File: src/rtl/fsp_pkg.sv
package fsp_pkg;
  localparam int OPC_W = 16;

  typedef enum logic [2:0] {
    ST_IDLE,
    ST_REQ,
    ST_WAIT,
    ST_GAP,
    ST_DONE
  } poll_st_e;
endpackage

File: src/rtl/fsp_lane_cmp.sv
module fsp_lane_cmp #(
  parameter int STAT_W = 16,
  parameter int SEL_W  = 1
) (
  input  logic [STAT_W-1:0] stat_i,
  input  logic [STAT_W-1:0] exp_i,
  input  logic [STAT_W-1:0] mask_i,
  input  logic [SEL_W-1:0]  sel_i,
  output logic              hit_o
);
  localparam int NB = STAT_W / 8;

  logic [NB-1:0] lane_ok;

  for (genvar b = 0; b < NB; b++) begin : g_lane
    logic use_lane;
    logic [7:0] diff;
    assign use_lane    = (SEL_W'(b) <= sel_i);
    assign diff        = (stat_i[8*b +: 8] ^ exp_i[8*b +: 8]) & mask_i[8*b +: 8];
    assign lane_ok[b]  = !use_lane || (diff == 8'h00);
  end

  assign hit_o = &lane_ok;
endmodule

File: src/rtl/fsp_gap_timer.sv
module fsp_gap_timer #(
  parameter int CS_GAP = 2
) (
  input  logic clk_i,
  input  logic rst_ni,
  input  logic load_i,
  output logic expired_o
);
  localparam int CW = $clog2(CS_GAP + 1);

  logic [CW-1:0] cnt_q;

  always_ff @(posedge clk_i or negedge rst_ni) begin
    if (!rst_ni)           cnt_q <= '0;
    else if (load_i)       cnt_q <= CW'(CS_GAP - 1);
    else if (cnt_q != '0)  cnt_q <= cnt_q - 1'b1;
  end

  assign expired_o = (cnt_q == '0);
endmodule

File: src/rtl/fsp_end_flag.sv
module fsp_end_flag (
  input  logic clk_i,
  input  logic rst_ni,
  input  logic set_i,
  input  logic clr_i,
  input  logic irq_en_i,
  output logic end_o,
  output logic irq_o
);
  logic end_q;

  // set has priority over a coincident clear
  always_ff @(posedge clk_i or negedge rst_ni) begin
    if (!rst_ni)     end_q <= 1'b0;
    else if (set_i)  end_q <= 1'b1;
    else if (clr_i)  end_q <= 1'b0;
  end

  assign end_o = end_q;
  assign irq_o = end_q & irq_en_i;
endmodule

File: src/rtl/fsp_ctrl.sv
module fsp_ctrl
  import fsp_pkg::*;
#(
  parameter int STAT_W = 16,
  parameter int SEL_W  = 1
) (
  input  logic              clk_i,
  input  logic              rst_ni,
  input  logic              start_i,
  input  logic              stop_i,
  input  logic              poll_en_i,
  input  logic              cmd_en_i,
  input  logic              cmd_16b_i,
  input  logic [OPC_W-1:0]  opcode_i,
  input  logic [SEL_W-1:0]  stat_sel_i,
  input  logic [STAT_W-1:0] expect_i,
  input  logic [STAT_W-1:0] mask_i,
  input  logic              seq_done_i,
  input  logic              hit_i,
  input  logic              gap_expired_i,
  output logic              gap_load_o,
  output logic              end_set_o,
  output poll_st_e          state_o,
  output logic [OPC_W-1:0]  opc_q_o,
  output logic              cmd16_q_o,
  output logic [SEL_W-1:0]  sel_q_o,
  output logic [STAT_W-1:0] exp_q_o,
  output logic [STAT_W-1:0] mask_q_o
);
  poll_st_e st_q, st_d;
  logic     abort_q, abort_d;
  logic     cap;

  always_comb begin
    st_d       = st_q;
    abort_d    = abort_q;
    gap_load_o = 1'b0;
    end_set_o  = 1'b0;
    cap        = 1'b0;
    unique case (st_q)
      ST_IDLE: begin
        if (start_i && !stop_i && poll_en_i && cmd_en_i) begin
          st_d    = ST_REQ;
          cap     = 1'b1;
          abort_d = 1'b0;
        end
      end
      ST_REQ: begin
        st_d = ST_WAIT;
        if (stop_i) abort_d = 1'b1;
      end
      ST_WAIT: begin
        if (stop_i) abort_d = 1'b1;
        if (seq_done_i) begin
          abort_d = 1'b0;
          if (abort_q || stop_i) begin
            st_d = ST_IDLE;
          end else if (hit_i) begin
            st_d      = ST_DONE;
            end_set_o = 1'b1;
          end else begin
            st_d       = ST_GAP;
            gap_load_o = 1'b1;
          end
        end
      end
      ST_GAP: begin
        if (stop_i)             st_d = ST_IDLE;
        else if (gap_expired_i) st_d = ST_REQ;
      end
      ST_DONE: begin
        if (stop_i) st_d = ST_IDLE;
      end
      default: st_d = ST_IDLE;
    endcase
  end

  always_ff @(posedge clk_i or negedge rst_ni) begin
    if (!rst_ni) begin
      st_q    <= ST_IDLE;
      abort_q <= 1'b0;
    end else begin
      st_q    <= st_d;
      abort_q <= abort_d;
    end
  end

  // snapshot of the poll setup, taken when a start is accepted
  always_ff @(posedge clk_i or negedge rst_ni) begin
    if (!rst_ni) begin
      opc_q_o   <= '0;
      cmd16_q_o <= 1'b0;
      sel_q_o   <= '0;
      exp_q_o   <= '0;
      mask_q_o  <= '0;
    end else if (cap) begin
      opc_q_o   <= opcode_i;
      cmd16_q_o <= cmd_16b_i;
      sel_q_o   <= stat_sel_i;
      exp_q_o   <= expect_i;
      mask_q_o  <= mask_i;
    end
  end

  assign state_o = st_q;
endmodule

File: src/rtl/flash_stat_poller.sv
module flash_stat_poller
  import fsp_pkg::*;
#(
  parameter int  STAT_W = 16,
  parameter int  CS_GAP = 2,
  localparam int NB     = STAT_W / 8,
  localparam int SEL_W  = (NB > 1) ? $clog2(NB) : 1
) (
  input  logic              clk_i,
  input  logic              rst_ni,
  input  logic              start_i,
  input  logic              stop_i,
  input  logic              poll_en_i,
  input  logic              cmd_en_i,
  input  logic              cmd_16b_i,
  input  logic [15:0]       opcode_i,
  input  logic [SEL_W-1:0]  stat_sel_i,
  input  logic [STAT_W-1:0] expect_i,
  input  logic [STAT_W-1:0] mask_i,
  input  logic              end_clr_i,
  input  logic              irq_en_i,
  output logic              seq_req_o,
  output logic              seq_cs_o,
  output logic [15:0]       seq_opcode_o,
  output logic              seq_cmd_16b_o,
  output logic [SEL_W-1:0]  seq_stat_sel_o,
  input  logic              seq_done_i,
  input  logic [STAT_W-1:0] seq_stat_i,
  output logic              busy_o,
  output logic              end_o,
  output logic              irq_o
);
  poll_st_e          st;
  logic              hit, gap_load, gap_expired, end_set, cmd16_q;
  logic [OPC_W-1:0]  opc_q;
  logic [SEL_W-1:0]  sel_q;
  logic [STAT_W-1:0] exp_q, mask_q;

  fsp_ctrl #(.STAT_W(STAT_W), .SEL_W(SEL_W)) u_ctrl (
    .clk_i         (clk_i),
    .rst_ni        (rst_ni),
    .start_i       (start_i),
    .stop_i        (stop_i),
    .poll_en_i     (poll_en_i),
    .cmd_en_i      (cmd_en_i),
    .cmd_16b_i     (cmd_16b_i),
    .opcode_i      (opcode_i),
    .stat_sel_i    (stat_sel_i),
    .expect_i      (expect_i),
    .mask_i        (mask_i),
    .seq_done_i    (seq_done_i),
    .hit_i         (hit),
    .gap_expired_i (gap_expired),
    .gap_load_o    (gap_load),
    .end_set_o     (end_set),
    .state_o       (st),
    .opc_q_o       (opc_q),
    .cmd16_q_o     (cmd16_q),
    .sel_q_o       (sel_q),
    .exp_q_o       (exp_q),
    .mask_q_o      (mask_q)
  );

  fsp_lane_cmp #(.STAT_W(STAT_W), .SEL_W(SEL_W)) u_cmp (
    .stat_i (seq_stat_i),
    .exp_i  (exp_q),
    .mask_i (mask_q),
    .sel_i  (sel_q),
    .hit_o  (hit)
  );

  fsp_gap_timer #(.CS_GAP(CS_GAP)) u_gap (
    .clk_i     (clk_i),
    .rst_ni    (rst_ni),
    .load_i    (gap_load),
    .expired_o (gap_expired)
  );

  fsp_end_flag u_flag (
    .clk_i    (clk_i),
    .rst_ni   (rst_ni),
    .set_i    (end_set),
    .clr_i    (end_clr_i),
    .irq_en_i (irq_en_i),
    .end_o    (end_o),
    .irq_o    (irq_o)
  );

  assign seq_req_o      = (st == ST_REQ);
  assign seq_cs_o       = (st == ST_REQ) || (st == ST_WAIT);
  assign busy_o         = (st == ST_REQ) || (st == ST_WAIT) || (st == ST_GAP);
  assign seq_opcode_o   = cmd16_q ? opc_q : {8'h00, opc_q[7:0]};
  assign seq_cmd_16b_o  = cmd16_q;
  assign seq_stat_sel_o = sel_q;
endmodule

File: config.mk
export PLATFORM = sky130hd
export DESIGN_NAME = flash_stat_poller
export DESIGN_NICKNAME = d
export VERILOG_FILES = /design/src/rtl/fsp_pkg.sv /design/src/rtl/fsp_lane_cmp.sv /design/src/rtl/fsp_gap_timer.sv /design/src/rtl/fsp_end_flag.sv /design/src/rtl/fsp_ctrl.sv /design/src/rtl/flash_stat_poller.sv
export SDC_FILE = /design/constraint.sdc
export NUM_CORES = 1
export LEC_CHECK = 0
export BUFFER_PORTS_ARGS = -buffer_cell sky130_fd_sc_hd__buf_2
export CAP_MARGIN = 20
export CORE_MARGIN = 1
export CORE_UTILIZATION = 50
export CTS_CLUSTER_DIAMETER = 60
export CTS_CLUSTER_SIZE = 16
export DETAILED_ROUTE_END_ITERATION = 8
export GPL_TIMING_DRIVEN = 0
export HOLD_SLACK_MARGIN = 0.08
export PLACE_DENSITY = 0.81
export RECOVER_POWER = 100
export SYNTH_ARGS = -nofsm -noshare
export SYNTH_HDL_FRONTEND = slang
export SYNTH_HIERARCHICAL = 1
export SYNTH_SLANG_ARGS = --single-unit
File: constraint.sdc
create_clock -name clk_i -period 1.8 [get_ports clk_i]
set_input_delay 0 -clock clk_i [delete_from_list [all_inputs] [get_ports clk_i]]
set_output_delay 0 -clock clk_i [all_outputs]
set_load 0.01 [all_outputs]
==> results of run 1 <==
## routing by layer
layer,routed length (µm),share of wire,vias up,track usage
met5,0,0,-,0
met4,243,0.035,0,0.144
met3,239,0.034,21,0.0455
met2,3670,0.53,83,0.459
met1,2810,0.40,1044,0.297
li1,-,-,1002,-
## worst paths after layout
kind,endpoint,slack [ps],depth (start not counted)
min reg2reg,u_ctrl/opc_q_o[9]$_DFFE_PN0P_,510,1
max reg2reg,u_gap/cnt_q[0]$_DFFE_PN0P_,-50,8
max,u_gap/cnt_q[0]$_DFFE_PN0P_,-50,8
min in group asynchronous,u_ctrl/mask_q_o[3]$_DFFE_PN0P_,410,2
max in group asynchronous,u_ctrl/mask_q_o[13]$_DFFE_PN0P_,210,3
min,u_ctrl/exp_q_o[0]$_DFFE_PN0P_,230,3
## cells by family after synthesis
logic type | count (synthesis)
AO/OA/AOI/OAI | 18
buffers and inverters | 10
AND/OR/NAND/NOR | 34
multiplexers | 50
adder cells (fa/ha/maj) | 1
XOR/XNOR | 18
flip-flops | 57
## synth_stat cells, drive strengths merged (2+ instances only)
cell type and instances:
a22oi 8, nand4 5, nor3b 2, mux2 50, a211oi 2, inv 4
nand2 2, nor2 8, a21oi 2, xor2 17, nor4 3, dfrtp 57
nor2b 3, buf 6, and2 9
## final cells by class
type,instances,share of cell area
Sequential cell,57,0.346
Multi-Input combinational cell,121,0.310
Timing Repair Buffer,157,0.256
Clock buffer,10,0.0334
Tap cell,70,0.0212
Buffer,6,0.0164
Clock inverter,6,0.0139
Inverter,4,0.00364
## power by group through the flow
stage / combinational, W / clock, W / sequential, W
2_1_floorplan: 0.00146 / 0 / 0.00231
3_3_place_gp: 0.00196 / 0 / 0.00232
3_5_place_dp: 0.00203 / 0 / 0.00236
4_1_cts: 0.00217 / 0.00120 / 0.00235
5_1_grt: 0.00241 / 0.00126 / 0.00244
6_report: 0.00223 / 0.00118 / 0.00237
## state kept, by name, summed over array words and instances, names as in the netlist, 2 cells and up
| register | flops |
|---|---|
| u_ctrl/exp_q_o | 16 |
| u_ctrl/mask_q_o | 16 |
| u_ctrl/opc_q_o | 16 |
| u_ctrl/state_o | 3 |
| u_gap/cnt_q | 2 |
## what timing repair did
item / CTS / global route
endpoints found under the hold margin: 112 / 0
pin swaps: 3 / 9
setup buffers: 1 / 3
resized for setup: 1 / 2
hold buffers: 56 / 0
endpoints found under the setup margin: 5 / 16
## tightest hold or removal path: cells and delay by family
kind                   cells  cell delay, ps
and+or+nand+nor            1             210
buffers and inverters      1             110
muxes                      1             200
## stage by stage
stage / power (W) / TNS, ps / hold slack [ps] / worst slack, ps
CTS: 0.00572 / 0 / 133 / 10.0
detailed placement: 0.00439 / -115 / -9.73 / -80.7
finish: 0.00578 / -200 / 231 / -52.1
floorplan: 0.00377 / 0 / -296 / 248
global placement: 0.00429 / -14.6 / 208 / -14.6
global route: 0.00612 / -7310 / 246 / -168
## cells in the final DEF (no fill, tap or decap), types with 2 or more instances in the layout
cell,Yosys,routed
sky130_fd_sc_hd__and2_1,9,4
sky130_fd_sc_hd__clkbuf_1,0,17
sky130_fd_sc_hd__xor2_1,17,17
sky130_fd_sc_hd__clkbuf_8,0,10
sky130_fd_sc_hd__buf_6,6,6
sky130_fd_sc_hd__dlygate4sd3_1,0,56
sky130_fd_sc_hd__buf_4,0,4
sky130_fd_sc_hd__clkinv_2,0,4
sky130_fd_sc_hd__nor4_1,2,2
sky130_fd_sc_hd__inv_1,4,4
sky130_fd_sc_hd__dfrtp_1,57,57
sky130_fd_sc_hd__nor2b_1,3,3
sky130_fd_sc_hd__nor2_1,8,8
sky130_fd_sc_hd__buf_2,0,79
sky130_fd_sc_hd__nor3b_1,2,2
sky130_fd_sc_hd__nand4_1,4,4
sky130_fd_sc_hd__a22oi_1,8,8
sky130_fd_sc_hd__and2_0,0,5
sky130_fd_sc_hd__nand2_1,2,2
sky130_fd_sc_hd__mux2_4,49,49
==> impl_metrics.tcl, run 1 <==
set metrics [dict create \
    status "complete, but fails checks" \
    failed_checks "negative setup slack" \
    synth_largest_type_area_fraction 0.513 \
    vias 2150 \
    die_width_um 76.6 \
    synthToLayoutAreaGrowth_pct 48.5 \
    track_usage 0.260 \
    number_of_nets_with_antenna_violations_after_routing 0 \
    timing.critical_path.fanout_max 3 \
    place_congestion 0.738 \
    post-route-worst-setup-slack_ps -52.1 \
    synth-seq-area-share 0.513 \
    fin_nets 432 \
    drt-pass1-iter-count 4 \
    layoutNonFillerInstCount 431 \
    buffer_ports.inserted 96 \
    clockBufferDepth 2 \
    synth_compound_area_frac 0.0477 \
    synth_top_family_by_area "multiplexers" \
    timing.critical_path.cells "xor2_1 -> a22oi_1 -> nand4_1 -> a21oi_2 -> buf_4 -> nor4_1 -> and3_1 -> nand2b_4" \
    grt_pass1_wl_mm 11.5 \
    clock_power_share 0.205 \
    floorplan.die_area_um2 5860 \
    synth_top_area_cell "sky130_fd_sc_hd__dfrtp_1" \
    initialDrtViolationCount 68 \
    timing.hold.worst.class "in -> reg" \
    vias_per_cell 4.99 \
    core_area_um2 5240 \
    hpwlAfterDp_mm 4.06 \
    timing_max_transition_violations_final 0 \
    clk-insertion-delay-late_ps 340 \
    dominantRegCellSynth "sky130_fd_sc_hd__dfrtp_1" \
    worst_path_largest_cell_delay_ps 390 \
    synth_area_um2 2780 \
    drc 0 \
    power_density_nw_per_um2 1400 \
    setup_repair_after_global_routing_missed_its_margin "yes" \
    yosysWarningCount 6 \
    arrival_ps 2070 \
    totalWireLength_mm 6.96 \
    grt_antenna_before_repair 0 \
    synth-xor-area-share 0.0567 \
    power_leakage_nw 2.13 \
    syn_nets 264 \
    yosys-mux-area-fraction 0.269 \
    grt_max_degree 38 \
    regToRegStartpoint "u_ctrl/exp_q_o[13]$_DFFE_PN0P_" \
    tritoncts "done" \
    hold_viol_final 0 \
    count_of_mapped_cells_out_of_synthesis 188 \
    fin_crit_sh 1.03 \
    clock_tree.htree_level_count 3 \
    synth-edff-count 0 \
    worst_setup_hold_path_clk_slew_ps 60 \
    core.rowCount 26 \
    n_antenna_cell 0 \
    tritoncts.num_buffers 9 \
    postPlaceCellArea_um2 3370 \
    die_h_um 76.6 \
    synth_adder_area_share 0.00450 \
    crit_path_time_final_ps 1850 \
    fillers 334 \
    ys_seq_elements 57 \
    max_slew_margin 0.268 \
    tightestPinTransition_ps 1100 \
    layout.area.seq_um2 1430 \
    ctsRootBufferMaster "sky130_fd_sc_hd__clkbuf_8" \
    switchingPower_w 0.00181 \
    worst_setup_path_end_kind "flop" \
    clock-sinks 57 \
    pwr-share-comb 0.385 \
    required_ps 2020 \
    drv_cap 0 \
    globalRoute.totalOverflow 0 \
    worstSetupPathType "reg -> reg" \
    drt-wirelength-per-cell_um 16.2 \
    synthSimpleGateAreaFrac 0.0792 \
    avgSynthCellArea_um2 14.8 \
    pin_count 98 \
    clock_skew_ps 8.31 \
    timing.critical_path.slowest_stage_cell "sky130_fd_sc_hd__dfrtp_1" \
    layout.core_utilization 0.788 \
    vdd_ir_drop_max_mv 0.778 \
    critical_path.top_delay_family "simple AND/OR/NAND/NOR gates" \
    drive_above_1_share 0.452 \
    critical_path.startpoint "u_ctrl/exp_q_o[13]$_DFFE_PN0P_" \
    switching_share 0.312 \
    placed_cells_incl_taps 355 \
    cp_num_buf_inv 1 \
    number_of_global_route_vias_before_repair 2406 \
    seq_power_share 0.410 \
    critPathLaunchType "flop" \
    post_synth_main_area_contributors "sky130_fd_sc_hd__dfrtp_1 51%, sky130_fd_sc_hd__mux2_4 26%, sky130_fd_sc_hd__xor2_1 5.4%, sky130_fd_sc_hd__buf_6 2.4%, sky130_fd_sc_hd__a22oi_1 2.2%" \
    start_util 0.531 \
    final_area_um2 4130 \
    internal_power_w 0.00397 \
    yosys.cell_types.count 28 \
    multi_input_comb_area_um2 1280 \
    max_clock_freq_mhz 540 \
    postSynth.asyncResetShare 1.00 \
    hold_path_startpoint "poll_en_i" \
    setup_viol 24 \
]
Note: power is estimated with default switching activity, not from simulation.
==> run 2: changes to the inputs <==
- CELL_PAD_IN_SITES_DETAIL_PLACEMENT: unset -> 0
- CELL_PAD_IN_SITES_GLOBAL_PLACEMENT: unset -> 1
- CORE_UTILIZATION: 50 -> 39
- PLACE_DENSITY: 0.81 -> 0.8
==> run 2 against run 1 <==
Compared with the run above:
- the run now ends clean
- sequential share of layout area is 0.32 points lower
- hold slack worse by 94 ps
- die area increased by 27%
- largest cell class unchanged
- largest power group unchanged
==> impl_metrics.tcl, run 2 (same netlist as run 1, synthesis figures left out) <==
set metrics [dict create \
    status "complete, no violations" \
    hpwlAfterDp_mm 4.02 \
    power_leakage_nw 2.11 \
    timing_max_transition_violations_final 0 \
    arrival_ps 2000 \
    tritoncts.num_buffers 9 \
    start_util 0.407 \
    clock_tree.htree_level_count 3 \
    clk-insertion-delay-late_ps 330 \
    power_density_nw_per_um2 1370 \
    timing.critical_path.fanout_max 4 \
    rr_endpoint "u_flag/end_o$_DFFE_PN0P_" \
    drt-wirelength-per-cell_um 13.5 \
    drive_above_1_share 0.446 \
    r2r_cells 8 \
    cp_num_buf_inv 0 \
    fin_crit_sh 0.957 \
    vias 2049 \
    worstSetupPathType "reg -> reg" \
    worst_setup_path_end_kind "flop" \
    buffer_ports.inserted 96 \
    ctsRootBufferMaster "sky130_fd_sc_hd__clkbuf_8" \
    setup.reg_to_reg.worst_slack_ps 80 \
    grt_max_degree 31 \
    worst_path_largest_cell_delay_ps 400 \
    setup_repair_after_global_routing_missed_its_margin "yes" \
    setup_viol 0 \
    clock_skew_ps 5.29 \
    initialDrtViolationCount 47 \
    max_slew_margin 0.503 \
    timing.critical_path.cells "xor2_1 -> a22oi_2 -> nand4_1 -> a21oi_2 -> nor2b_1 -> nand4_1 -> nor2_1 -> a21o_1" \
    path_common_cell "sky130_fd_sc_hd__nand4_1" \
    number_of_nets_with_antenna_violations_after_routing 0 \
    tritoncts "done" \
    switchingPower_w 0.00173 \
    number_of_global_route_vias_before_repair 2153 \
    multi_input_comb_area_um2 1290 \
    pwr-share-comb 0.380 \
    critPathLaunchType "flop" \
    layout_commonest_cell "sky130_fd_sc_hd__buf_2" \
    die_h_um 86.4 \
    timing.critical_path.slowest_stage_cell "sky130_fd_sc_hd__dfrtp_1" \
    pin_count 98 \
    most-common-layout-cells "74 x sky130_fd_sc_hd__buf_2, 57 x sky130_fd_sc_hd__dfrtp_1, 56 x sky130_fd_sc_hd__dlygate4sd3_1, 49 x sky130_fd_sc_hd__mux2_4, 21 x sky130_fd_sc_hd__clkbuf_1" \
    totalWireLength_mm 6.16 \
    fin_nets 432 \
    synthToLayoutAreaGrowth_pct 49.9 \
    clock-sinks 57 \
    core.rowCount 30 \
    place_congestion 0.775 \
    critical_path.startpoint "u_ctrl/exp_q_o[14]$_DFFE_PN0P_" \
    worst_setup_hold_path_clk_slew_ps 70 \
    crit_path_time_final_ps 1720 \
    fillers 596 \
    max_clock_freq_mhz 580 \
    placed_cells_incl_taps 381 \
    vias_per_cell 4.48 \
    switching_share 0.304 \
    n_antenna_cell 0 \
    die_width_um 86.4 \
    seq_power_share 0.414 \
    vdd_ir_drop_max_mv 0.604 \
    hold_path_startpoint "poll_en_i" \
    final_area_um2 4170 \
    tightestPinTransition_ps 746 \
    finalPower_w 0.00569 \
    required_ps 2070 \
    drt-pass1-iter-count 4 \
    floorplan.die_area_um2 7470 \
    hold_viol_final 0 \
    clock_power_share 0.206 \
    globalRoute.totalOverflow 0 \
    hold_end "u_ctrl/exp_q_o[0]$_DFFE_PN0P_" \
    layout_top_registers "u_ctrl/exp_q_o (16), u_ctrl/mask_q_o (16), u_ctrl/opc_q_o (16)" \
    layoutNonFillerInstCount 457 \
    postPlaceCellArea_um2 3400 \
    layout.area.seq_um2 1430 \
    core_area_um2 6830 \
    drc 0 \
    worst_hold_path.num_cells 3 \
    clockBufferDepth 2 \
    critical_path.top_delay_family "simple AND/OR/NAND/NOR gates" \
    internal_power_w 0.00396 \
    drv_cap 0 \
    grt_antenna_before_repair 0 \
    track_usage 0.179 \
    regToRegStartpoint "u_ctrl/exp_q_o[14]$_DFFE_PN0P_" \
    grt_pass1_wl_mm 9.98 \
    timing.hold.worst.class "in -> reg" \
]
## run 2: power by group through the flow
stage | combinational, W | sequential [W] | clock [W]
after floorplan | 0.00146 | 0.00231 | 0
after global placement | 0.00198 | 0.00234 | 0
after detailed placement | 0.00202 | 0.00236 | 0
after CTS | 0.00217 | 0.00235 | 0.00121
after global routing | 0.00235 | 0.00244 | 0.00127
final | 0.00216 | 0.00235 | 0.00117
## run 2: routing by layer
layer	routed length (µm)	track usage	up-vias
li1	-	-	1004
met1	2730	0.219	975
met2	3060	0.299	62
met3	272	0.0381	8
met4	95	0.0909	0
met5	0	0	-
## run 2: layout make-up
| cell class | instances | area share |
|---|---|---|
| Buffer | 6 | 0.0162 |
| Tap cell | 96 | 0.0288 |
| Clock buffer | 10 | 0.0330 |
| Clock inverter | 6 | 0.0138 |
| Multi-Input combinational cell | 121 | 0.310 |
| Sequential cell | 57 | 0.342 |
| Inverter | 4 | 0.00360 |
| Timing Repair Buffer | 157 | 0.252 |
## run 2: worst max path at each step
stage / cells past startpoint / to
2_1_floorplan: 4 / u_ctrl/cmd16_q_o$_DFFE_PN0P_
3_3_place_gp: 8 / u_flag/end_o$_DFFE_PN0P_
3_5_place_dp: 8 / u_flag/end_o$_DFFE_PN0P_
4_1_cts: 8 / u_flag/end_o$_DFFE_PN0P_
5_1_grt: 8 / u_flag/end_o$_DFFE_PN0P_
6_report: 8 / u_flag/end_o$_DFFE_PN0P_
## run 2: timing repair
| item | in CTS | in global routing |
|---|---|---|
| endpoints found under the hold margin | 82 | 0 |
| endpoints found under the setup margin | 4 | 13 |
| pin swaps | 3 | 4 |
| buffers inserted | 1 | 3 |
| hold buffers | 56 | 0 |
| gates resized for setup | 2 | 4 |
## run 2: metrics by stage
| step | setup TNS [ps] | utilization | setup WS [ps] | hold WS [ps] |
|---|---|---|---|---|
| after floorplan | 0 | - | 248 | -296 |
| after global placement | -107 | 0.495 | -76.1 | 209 |
| after detailed placement | -110 | 0.498 | -66.7 | 58.3 |
| after CTS | 0 | 0.611 | 24.3 | 126 |
| after global routing | -126 | 0.610 | -71.3 | 154 |
| final | 0 | 0.610 | 77.3 | 137 |
## run 2: worst reg2reg max path, delay by kind of cell (launching register included)
| kind | cells | cell delay (ps) |
|---|---|---|
| AO/OA/AOI/OAI | 3 | 510 |
| XOR/XNOR | 1 | 180 |
| flip-flops | 1 | 400 |
| AND/OR/NAND/NOR | 4 | 580 |
==> run 3: changes to the inputs <==
- CTS_CLUSTER_DIAMETER: 60 -> 120
- RECOVER_POWER: 100 -> 25
==> run 3 against run 2 <==
Compared with the run above:
- hold slack about the same
- critical path depth unchanged
- via count up 0.15%
- clock skew about the same
- register-to-register slack about the same
- global-route usage unchanged
- die area unchanged
- count of clock-buffer cells in the layout unchanged
- highest routed layer unchanged
- fmax down 0.34%
- first-iteration DRC count down 23%
- design area up 0.99%
- core utilization up 0.60 points
==> impl_metrics.tcl, run 3 (same netlist as run 1, synthesis figures left out) <==
set metrics [dict create \
    status "complete, no violations" \
    clock-sinks 57 \
    worst_setup_hold_path_clk_slew_ps 70 \
    number_of_nets_with_antenna_violations_after_routing 0 \
    clk-insertion-delay-late_ps 330 \
    timing_max_transition_violations_final 0 \
    power_leakage_nw 2.19 \
    fin_nets 432 \
    tritoncts.num_buffers 9 \
    track_usage 0.179 \
    synthToLayoutAreaGrowth_pct 51.4 \
    pin_count 98 \
    number_of_global_route_vias_before_repair 2153 \
    buffer_ports.inserted 96 \
    start_util 0.407 \
    layout.core_utilization 0.616 \
    totalWireLength_mm 6.15 \
    hpwlAfterDp_mm 4.02 \
    critical_path.top_delay_family "simple AND/OR/NAND/NOR gates" \
    tritoncts "done" \
    cp_num_buf_inv 0 \
    worstSetupPathType "reg -> reg" \
    vdd_ir_drop_max_mv 0.604 \
    timing.critical_path.slowest_stage_cell "sky130_fd_sc_hd__dfrtp_1" \
    placed_cells_incl_taps 381 \
    hold_viol_final 0 \
    globalRoute.totalOverflow 0 \
    grt_max_degree 31 \
    vias_per_cell 4.49 \
    die_h_um 86.4 \
    layoutNonFillerInstCount 457 \
    timing.critical_path.fanout_max 4 \
    drt-wirelength-per-cell_um 13.4 \
    initialDrtViolationCount 36 \
    clock_tree.htree_level_count 3 \
    n_antenna_cell 0 \
    required_ps 2070 \
    drt-pass1-iter-count 4 \
    max_clock_freq_mhz 579 \
    most-common-layout-cells "95 x sky130_fd_sc_hd__buf_2, 57 x sky130_fd_sc_hd__dfrtp_1, 56 x sky130_fd_sc_hd__dlygate4sd3_1, 49 x sky130_fd_sc_hd__mux2_4, 17 x sky130_fd_sc_hd__xor2_1" \
    core_area_um2 6830 \
    drv_cap 0 \
    layout_commonest_cell "sky130_fd_sc_hd__buf_2" \
    drc 0 \
    max_slew_margin 0.527 \
    layout_top_registers "u_ctrl/exp_q_o (16), u_ctrl/mask_q_o (16), u_ctrl/opc_q_o (16)" \
    path_common_cell "sky130_fd_sc_hd__nand4_1" \
    place_congestion 0.775 \
    power_density_nw_per_um2 1370 \
    clockBufferDepth 2 \
    grt_pass1_wl_mm 9.98 \
    drive_above_1_share 0.504 \
    setup_viol 0 \
    timing.critical_path.cells "xor2_1 -> a22oi_2 -> nand4_1 -> a21oi_2 -> nor2b_1 -> nand4_1 -> nor2_1 -> a21o_1" \
    clock_skew_ps 5.29 \
    worst_path_largest_cell_delay_ps 400 \
    die_width_um 86.4 \
    critPathLaunchType "flop" \
    arrival_ps 2000 \
    vias 2052 \
    grt_antenna_before_repair 0 \
    ctsRootBufferMaster "sky130_fd_sc_hd__clkbuf_8" \
    fin_crit_sh 0.960 \
    timing.hold.worst.class "in -> reg" \
    fillers 580 \
    floorplan.die_area_um2 7470 \
    worst_setup_path_end_kind "flop" \
    core.rowCount 30 \
    setup_repair_after_global_routing_missed_its_margin "yes" \
    crit_path_time_final_ps 1730 \
    tightestPinTransition_ps 710 \
]
==> run 3: what timing repair did <==
action	CTS	global route
endpoints found under the setup margin	4	13
hold buffers	56	0
setup buffers	1	3
gates resized for setup	2	4
pin swaps	3	4
hold endpoints to repair	82	0
==> run 3: final cells by class <==
class | count | area (µm²) | share of cell area
Buffer | 6 | 67.6 | 0.0161
Timing Repair Buffer | 157 | 1090 | 0.259
Clock inverter | 6 | 57.6 | 0.0137
Tap cell | 96 | 120 | 0.0286
Multi-Input combinational cell | 121 | 1290 | 0.307
Clock buffer | 10 | 138 | 0.0327
Sequential cell | 57 | 1430 | 0.339
Inverter | 4 | 15.0 | 0.00357
==> run 3: stage by stage <==
| stage | instance area (µm²) | hold WS, ps | total power (W) | TNS (ps) | setup slack (ps) |
|---|---|---|---|---|---|
| 6_report | 4210 | 137 | 0.00575 | 0 | 71.4 |
| 5_1_grt | 4210 | 154 | 0.00612 | -126 | -71.3 |
| 4_1_cts | 4170 | 126 | 0.00573 | 0 | 24.3 |
| 3_5_place_dp | 3400 | 58.3 | 0.00438 | -110 | -66.7 |
| 3_3_place_gp | 3380 | 209 | 0.00431 | -107 | -76.1 |
| 2_1_floorplan | 2780 | -296 | 0.00377 | 0 | 248 |
==> run 3: per-layer routing <==
| metal | GRT usage | part of all wire |
|---|---|---|
| met3 | 0.0381 | 0.046 |
| met5 | 0 | 0 |
| met1 | 0.219 | 0.44 |
| met2 | 0.299 | 0.50 |
| met4 | 0.0909 | 0.015 |
==> run 3: final timing paths <==
check	start	end	slack, ps	cells past startpoint
min in group asynchronous	rst_ni	u_ctrl/opc_q_o[1]$_DFFE_PN0P_	250	2
worst min register to register	u_ctrl/opc_q_o[9]$_DFFE_PN0P_	u_ctrl/opc_q_o[9]$_DFFE_PN0P_	500	1
max in group asynchronous	rst_ni	u_ctrl/mask_q_o[6]$_DFFE_PN0P_	940	3
worst max register to register	u_ctrl/exp_q_o[14]$_DFFE_PN0P_	u_flag/end_o$_DFFE_PN0P_	70	8
worst min-delay path	poll_en_i	u_ctrl/exp_q_o[0]$_DFFE_PN0P_	140	3
worst max-delay path	u_ctrl/exp_q_o[14]$_DFFE_PN0P_	u_flag/end_o$_DFFE_PN0P_	70	8
==> run 3: where the power goes <==
group	switching (W)	total, W	internal (W)
clock network	0.000505	0.00117	0.000666
registers	0.000448	0.00235	0.00190
logic	0.000769	0.00222	0.00146
==> run 3: worst min-delay path: stages <==
cell	delay [ps]
sky130_fd_sc_hd__buf_2	120
sky130_fd_sc_hd__nand4_4	150
sky130_fd_sc_hd__mux2_2	170
